===== src/rtl/rstbank_pkg.sv =====
package rstbank_pkg;

    localparam int unsigned WORD_W    = 32;
    localparam int unsigned CODE_W    = 8;
    localparam int unsigned PAYLOAD_W = WORD_W - CODE_W;
    localparam logic [CODE_W-1:0] UNLOCK_CODE = 8'h88;

    typedef struct packed {
        logic [CODE_W-1:0]    code;
        logic [PAYLOAD_W-1:0] payload;
    } bank_word_t;

    typedef struct packed {
        logic sel_wr;
        logic sel_rd;
        logic code_ok;
    } access_t;

    function automatic logic code_matches(input logic [CODE_W-1:0] code);
        return code == UNLOCK_CODE;
    endfunction

    function automatic logic commit_ok(input access_t acc);
        return acc.sel_wr && acc.code_ok;
    endfunction

endpackage


===== src/rtl/rstbank_decode.sv =====
module rstbank_decode
    import rstbank_pkg::*;
#(
    parameter int unsigned ADDR_W = 8,
    parameter logic [ADDR_W-1:0] BANK_ADDR = 'h18
) (
    input  logic                 wr,
    input  logic                 rd,
    input  logic [ADDR_W-1:0]    addr,
    input  logic [WORD_W-1:0]    wdata,
    output access_t              acc,
    output logic [PAYLOAD_W-1:0] payload
);
    bank_word_t word;
    logic       hit;

    always_comb begin
        word        = bank_word_t'(wdata);
        hit         = (addr == BANK_ADDR);
        acc.sel_wr  = wr && hit;
        acc.sel_rd  = rd && hit;
        acc.code_ok = code_matches(word.code);
        payload     = word.payload;
    end
endmodule


===== src/rtl/rstbank_store.sv =====
module rstbank_store #(
    parameter int unsigned NUM_LINES = 20
) (
    input  logic                 clk,
    input  logic                 rst,
    input  logic                 commit,
    input  logic [NUM_LINES-1:0] next_bits,
    output logic [NUM_LINES-1:0] bits
);
    for (genvar i = 0; i < NUM_LINES; i++) begin : g_line
        always_ff @(posedge clk) begin
            if (rst) begin
                bits[i] <= 1'b0;
            end else if (commit) begin
                bits[i] <= next_bits[i];
            end
        end
    end
endmodule


===== src/rtl/rstbank_readback.sv =====
module rstbank_readback
    import rstbank_pkg::*;
#(
    parameter int unsigned NUM_LINES = 20
) (
    input  logic                 sel,
    input  logic [NUM_LINES-1:0] bits,
    output logic [WORD_W-1:0]    rdata
);
    localparam int unsigned PAD_W = WORD_W - NUM_LINES;

    always_comb begin
        rdata = '0;
        if (sel) begin
            rdata = {{PAD_W{1'b0}}, bits};
        end
    end
endmodule


===== src/rtl/keyed_rst_bank.sv =====
module keyed_rst_bank
    import rstbank_pkg::*;
#(
    parameter int unsigned NUM_LINES = 20,
    parameter int unsigned ADDR_W    = 8,
    parameter logic [ADDR_W-1:0] BANK_ADDR = 'h18
) (
    input  logic                 clk,
    input  logic                 rst,
    input  logic                 bus_wr,
    input  logic                 bus_rd,
    input  logic [ADDR_W-1:0]    bus_addr,
    input  logic [31:0]          bus_wdata,
    output logic [31:0]          bus_rdata,
    output logic [NUM_LINES-1:0] rst_lines
);
    access_t              acc;
    logic [PAYLOAD_W-1:0] payload;
    logic                 commit;

    rstbank_decode #(
        .ADDR_W   (ADDR_W),
        .BANK_ADDR(BANK_ADDR)
    ) u_decode (
        .wr     (bus_wr),
        .rd     (bus_rd),
        .addr   (bus_addr),
        .wdata  (bus_wdata),
        .acc    (acc),
        .payload(payload)
    );

    assign commit = commit_ok(acc);

    rstbank_store #(
        .NUM_LINES(NUM_LINES)
    ) u_store (
        .clk      (clk),
        .rst      (rst),
        .commit   (commit),
        .next_bits(payload[NUM_LINES-1:0]),
        .bits     (rst_lines)
    );

    rstbank_readback #(
        .NUM_LINES(NUM_LINES)
    ) u_readback (
        .sel  (acc.sel_rd),
        .bits (rst_lines),
        .rdata(bus_rdata)
    );
endmodule


===== config.mk =====
export PLATFORM = sky130hd
export DESIGN_NAME = keyed_rst_bank
export DESIGN_NICKNAME = d
export VERILOG_FILES = /design/src/rtl/rstbank_pkg.sv /design/src/rtl/rstbank_decode.sv /design/src/rtl/rstbank_store.sv /design/src/rtl/rstbank_readback.sv /design/src/rtl/keyed_rst_bank.sv
export SDC_FILE = /design/constraint.sdc
export NUM_CORES = 1
export LEC_CHECK = 0
export BUFFER_PORTS_ARGS = -buffer_cell sky130_fd_sc_hd__clkbuf_2
export CAP_MARGIN = 5
export CELL_PAD_IN_SITES_DETAIL_PLACEMENT = 1
export CELL_PAD_IN_SITES_GLOBAL_PLACEMENT = 1
export CORE_MARGIN = 10
export CORE_UTILIZATION = 29
export CTS_BUF_LIST = sky130_fd_sc_hd__clkbuf_8
export DETAILED_ROUTE_END_ITERATION = 8
export PLACE_DENSITY_LB_ADDON = 0.12
export SYNTH_ARGS = -nofsm -noshare
export SYNTH_HDL_FRONTEND = slang
export SYNTH_SLANG_ARGS = --single-unit

===== constraint.sdc =====
create_clock -name clk -period 2.4 [get_ports clk]
set_clock_uncertainty 0.15 [all_clocks]
set_input_delay 0.12 -clock clk [delete_from_list [all_inputs] [get_ports clk]]
set_output_delay 0.12 -clock clk [all_outputs]
set_load 0.05 [all_outputs]

==> flow_metrics.env <==
export IMPL_worst_pin_slew_ns=0.5703
export IMPL_combPwrFrac=0.184
export IMPL_async_reset_ff_frac=0
export IMPL_firstDrtPassIters=2
export IMPL_power_frac_seq=0.466
export IMPL_die_w_um=84.43
export IMPL_finalSetupTns_ns=0
export IMPL_crit_end="bus_rdata[10]"
export IMPL_finalNetCount=268
export IMPL_clk_pin_slew_ns=0.07
export IMPL_max_cap_violations=0
export IMPL_vias=1182
export IMPL_end_kind="output port"
export IMPL_dp_hpwl_mm=3.043
export IMPL_final_area_um2=1831
export IMPL_p_switching_mw=0.1748
export IMPL_dp_cells=249
export IMPL_cts_resized=0
export IMPL_yosysWarnings=0
export IMPL_dpl_instance_area_um2=1575
export IMPL_core_area_um2=4000
export IMPL_netlist_area_um2=1204
export IMPL_worstSetupPathType="primary input to output port"
export IMPL_syn_inst=128
export IMPL_p_int_mw=0.5374
export IMPL_numCtsBuffers=3
export IMPL_path_cells="clkbuf_2 -> nor4b_4 -> and3_2 -> and2_1 -> clkbuf_2"
export IMPL_synth_common_cells="nand2b_1, and2_1, dfxtp_1, mux2i_1, buf_4"
export IMPL_diodes=0
export IMPL_cp_data_arrival_time_ns=1.41
export IMPL_drive_above_1_share=0.3946
export IMPL_hold_viol=0
export IMPL_grt_pass1_wl_mm=6.610
export IMPL_period_needed_ns=1.683
export IMPL_cp_max_fo=20
export IMPL_period_share=0.7012
export IMPL_slowest_delay_ns=0.42
export IMPL_synth_seq_area_share=0.3326
export IMPL_leakagePower_nw=0.8546
export IMPL_rows=23
export IMPL_rsz0062_at_grt="false"
export IMPL_cts_sinks=20
export IMPL_r2r_end="u_store.bits[10]$_SDFFE_PP0P_"
export IMPL_htreeDepth=1
export IMPL_required_ns=2.13
export IMPL_synth_flop_cell="dfxtp_1"
export IMPL_first_global_vias=1336
export IMPL_cts_root_buf="clkbuf_8"
export IMPL_dieArea_um2=7128
export IMPL_critical_path_top_delay_family="simple AND/OR/NAND/NOR gates"
export IMPL_stdcell_count=273
export IMPL_post_cts_setup_buffer_count=0
export IMPL_ioPinCount=96
export IMPL_timing_rr_start="u_store.bits[10]$_SDFFE_PP0P_"
export IMPL_antenna_found_initial=0
export IMPL_grt_max_degree=41
export IMPL_wl_per_cell_um=14.29
export IMPL_yosysTopAreaCellShare=0.3326
export IMPL_ys_ff_latch=20
export IMPL_power_density_nw_per_um2=389.0
export IMPL_gr_usage_all_layers=0.1085
export IMPL_regMostFlops="u_store.bits"
export IMPL_drc=0
export IMPL_n_fill_cell=502
export IMPL_outcome="complete, no violations"
export IMPL_critPathLaunch="bus_addr[1]"
export IMPL_hold_buffers=20
export IMPL_drt_initial_drc_count=26
export IMPL_die_h_um=84.43
export IMPL_yosysMostFrequentCell="nand2b_1"
export IMPL_finalMaxSlewViolations=0
export IMPL_start_util=0.3009
export IMPL_cts_max_path_buffers=2
export IMPL_clkPwrFrac=0.351
export IMPL_utilization=0.4576
export IMPL_ff2ff_path_depth=2
export IMPL_syn2layout_area_growth_pct=52.08
export IMPL_largest_reg_flops=20
export IMPL_yosys_cell_types_count=15
export IMPL_ant_nets=0
export IMPL_clk_latency_ns=0.25
export IMPL_cpMaxStageDelayCell="and3_2"
export IMPL_wl_mm=3.900
export IMPL_synth_largest_area_cell="dfxtp_1"
export IMPL_hp_class="primary input to flip-flop"
export IMPL_cts_tree="built"
export IMPL_min_from="bus_wdata[26]"
export IMPL_fmax_ghz=0.5942
export IMPL_yosys_top_cells_area="dfxtp_1, nand2b_1, mux2i_1, and2_1, buf_4"
export IMPL_slew_headroom=0.6198
export IMPL_swShare=0.2454
export IMPL_io_buffers=79
export IMPL_grt_ovfl_total=0
export IMPL_vdd_drop_max_mv=0.1822
export IMPL_avgSynthCellArea_um2=9.404
export IMPL_worstSetupPathDepth=5
export IMPL_gp_congestion=0.7838
export IMPL_setup_viol=0
export IMPL_ff2ff_setup_slack_ns=1.64
export IMPL_reg_top3="u_store.bits x20"
export IMPL_cp_num_buf_inv=2
export IMPL_via_per_inst=4.330
export IMPL_start_kind="primary input"
export IMPL_crit_top_cell="clkbuf_2"
export IMPL_synth_edf_count=0
-- cells in the final DEF, fill, tap and decap left out --
master,count
clkbuf_2,79
nand2b_1,40
and2_1,20
mux2i_1,20
dlygate4sd3_1,20
dfxtp_1,20
conb_1,12
clkbuf_8,4
nor4b_4,1
nor4b_2,1
and3_2,1
and2_0,1
nor4b_1,1
nand4_1,1
nor4_4,1
buf_4,1
-- tightest hold or removal path, stage by stage --
cell	delay, ns
clkbuf_2	0.10
nor4_4	0.04
buf_4	0.24
mux2i_1	0.15
-- how the worst min path moves through the flow --
stage	cells after the start	end	slack [ns]
after detailed placement	3	u_store.bits[6]$_SDFFE_PP0P_	0.22
final	4	u_store.bits[7]$_SDFFE_PP0P_	0.30
after global routing	4	u_store.bits[14]$_SDFFE_PP0P_	0.31
after CTS	4	u_store.bits[13]$_SDFFE_PP0P_	0.30
after global placement	3	u_store.bits[0]$_SDFFE_PP0P_	0.21
after floorplan	2	u_store.bits[0]$_SDFFE_PP0P_	0.13
-- area by class of cell --
| type | instances | area [µm²] | area share |
|---|---|---|---|
| Timing Repair Buffer | 100 | 603.1 | 0.3295 |
| Multi-Input combinational cell | 99 | 709.4 | 0.3876 |
| Clock buffer | 4 | 55.05 | 0.03008 |
| Tap cell | 50 | 62.56 | 0.03418 |
| Sequential cell | 20 | 400.4 | 0.2187 |
-- power by group through the flow --
stage	registers [mW]	logic [mW]	clock network [mW]
2_1_floorplan	0.339	0.0821	0
3_3_place_gp	0.339	0.102	0
3_5_place_dp	0.339	0.104	0
4_1_cts	0.331	0.131	0.266
5_1_grt	0.332	0.142	0.285
6_report	0.332	0.131	0.250
-- cell families after synthesis --
kind of cell | count (synthesis) | synth area share
buf+inv | 20 | 0.1123
flops | 20 | 0.3326
mux | 20 | 0.1663
other cells | 1 | 0.003116
simple gates | 67 | 0.3857
-- metrics by stage --
stage	total power, mW	worst slack (ns)	hold slack, ns
floorplan	0.4214	0.8895	0.1253
global placement	0.4413	0.7362	0.2139
detailed placement	0.4436	0.6858	0.2223
CTS	0.7278	0.6821	0.2966
global route	0.7586	0.6103	0.3088
finish	0.7121	0.7171	0.2983
-- metal layers --
metal	part of all wire	up-vias	GRT usage	wire length, µm
li1	-	574	-	-
met1	0.39	553	0.1142	1507
met2	0.52	53	0.1999	2042
met3	0.086	2	0.04155	335
met4	0.0036	0	0.02246	14
met5	0	-	0	0
Note: power is estimated with default switching activity, not from simulation.
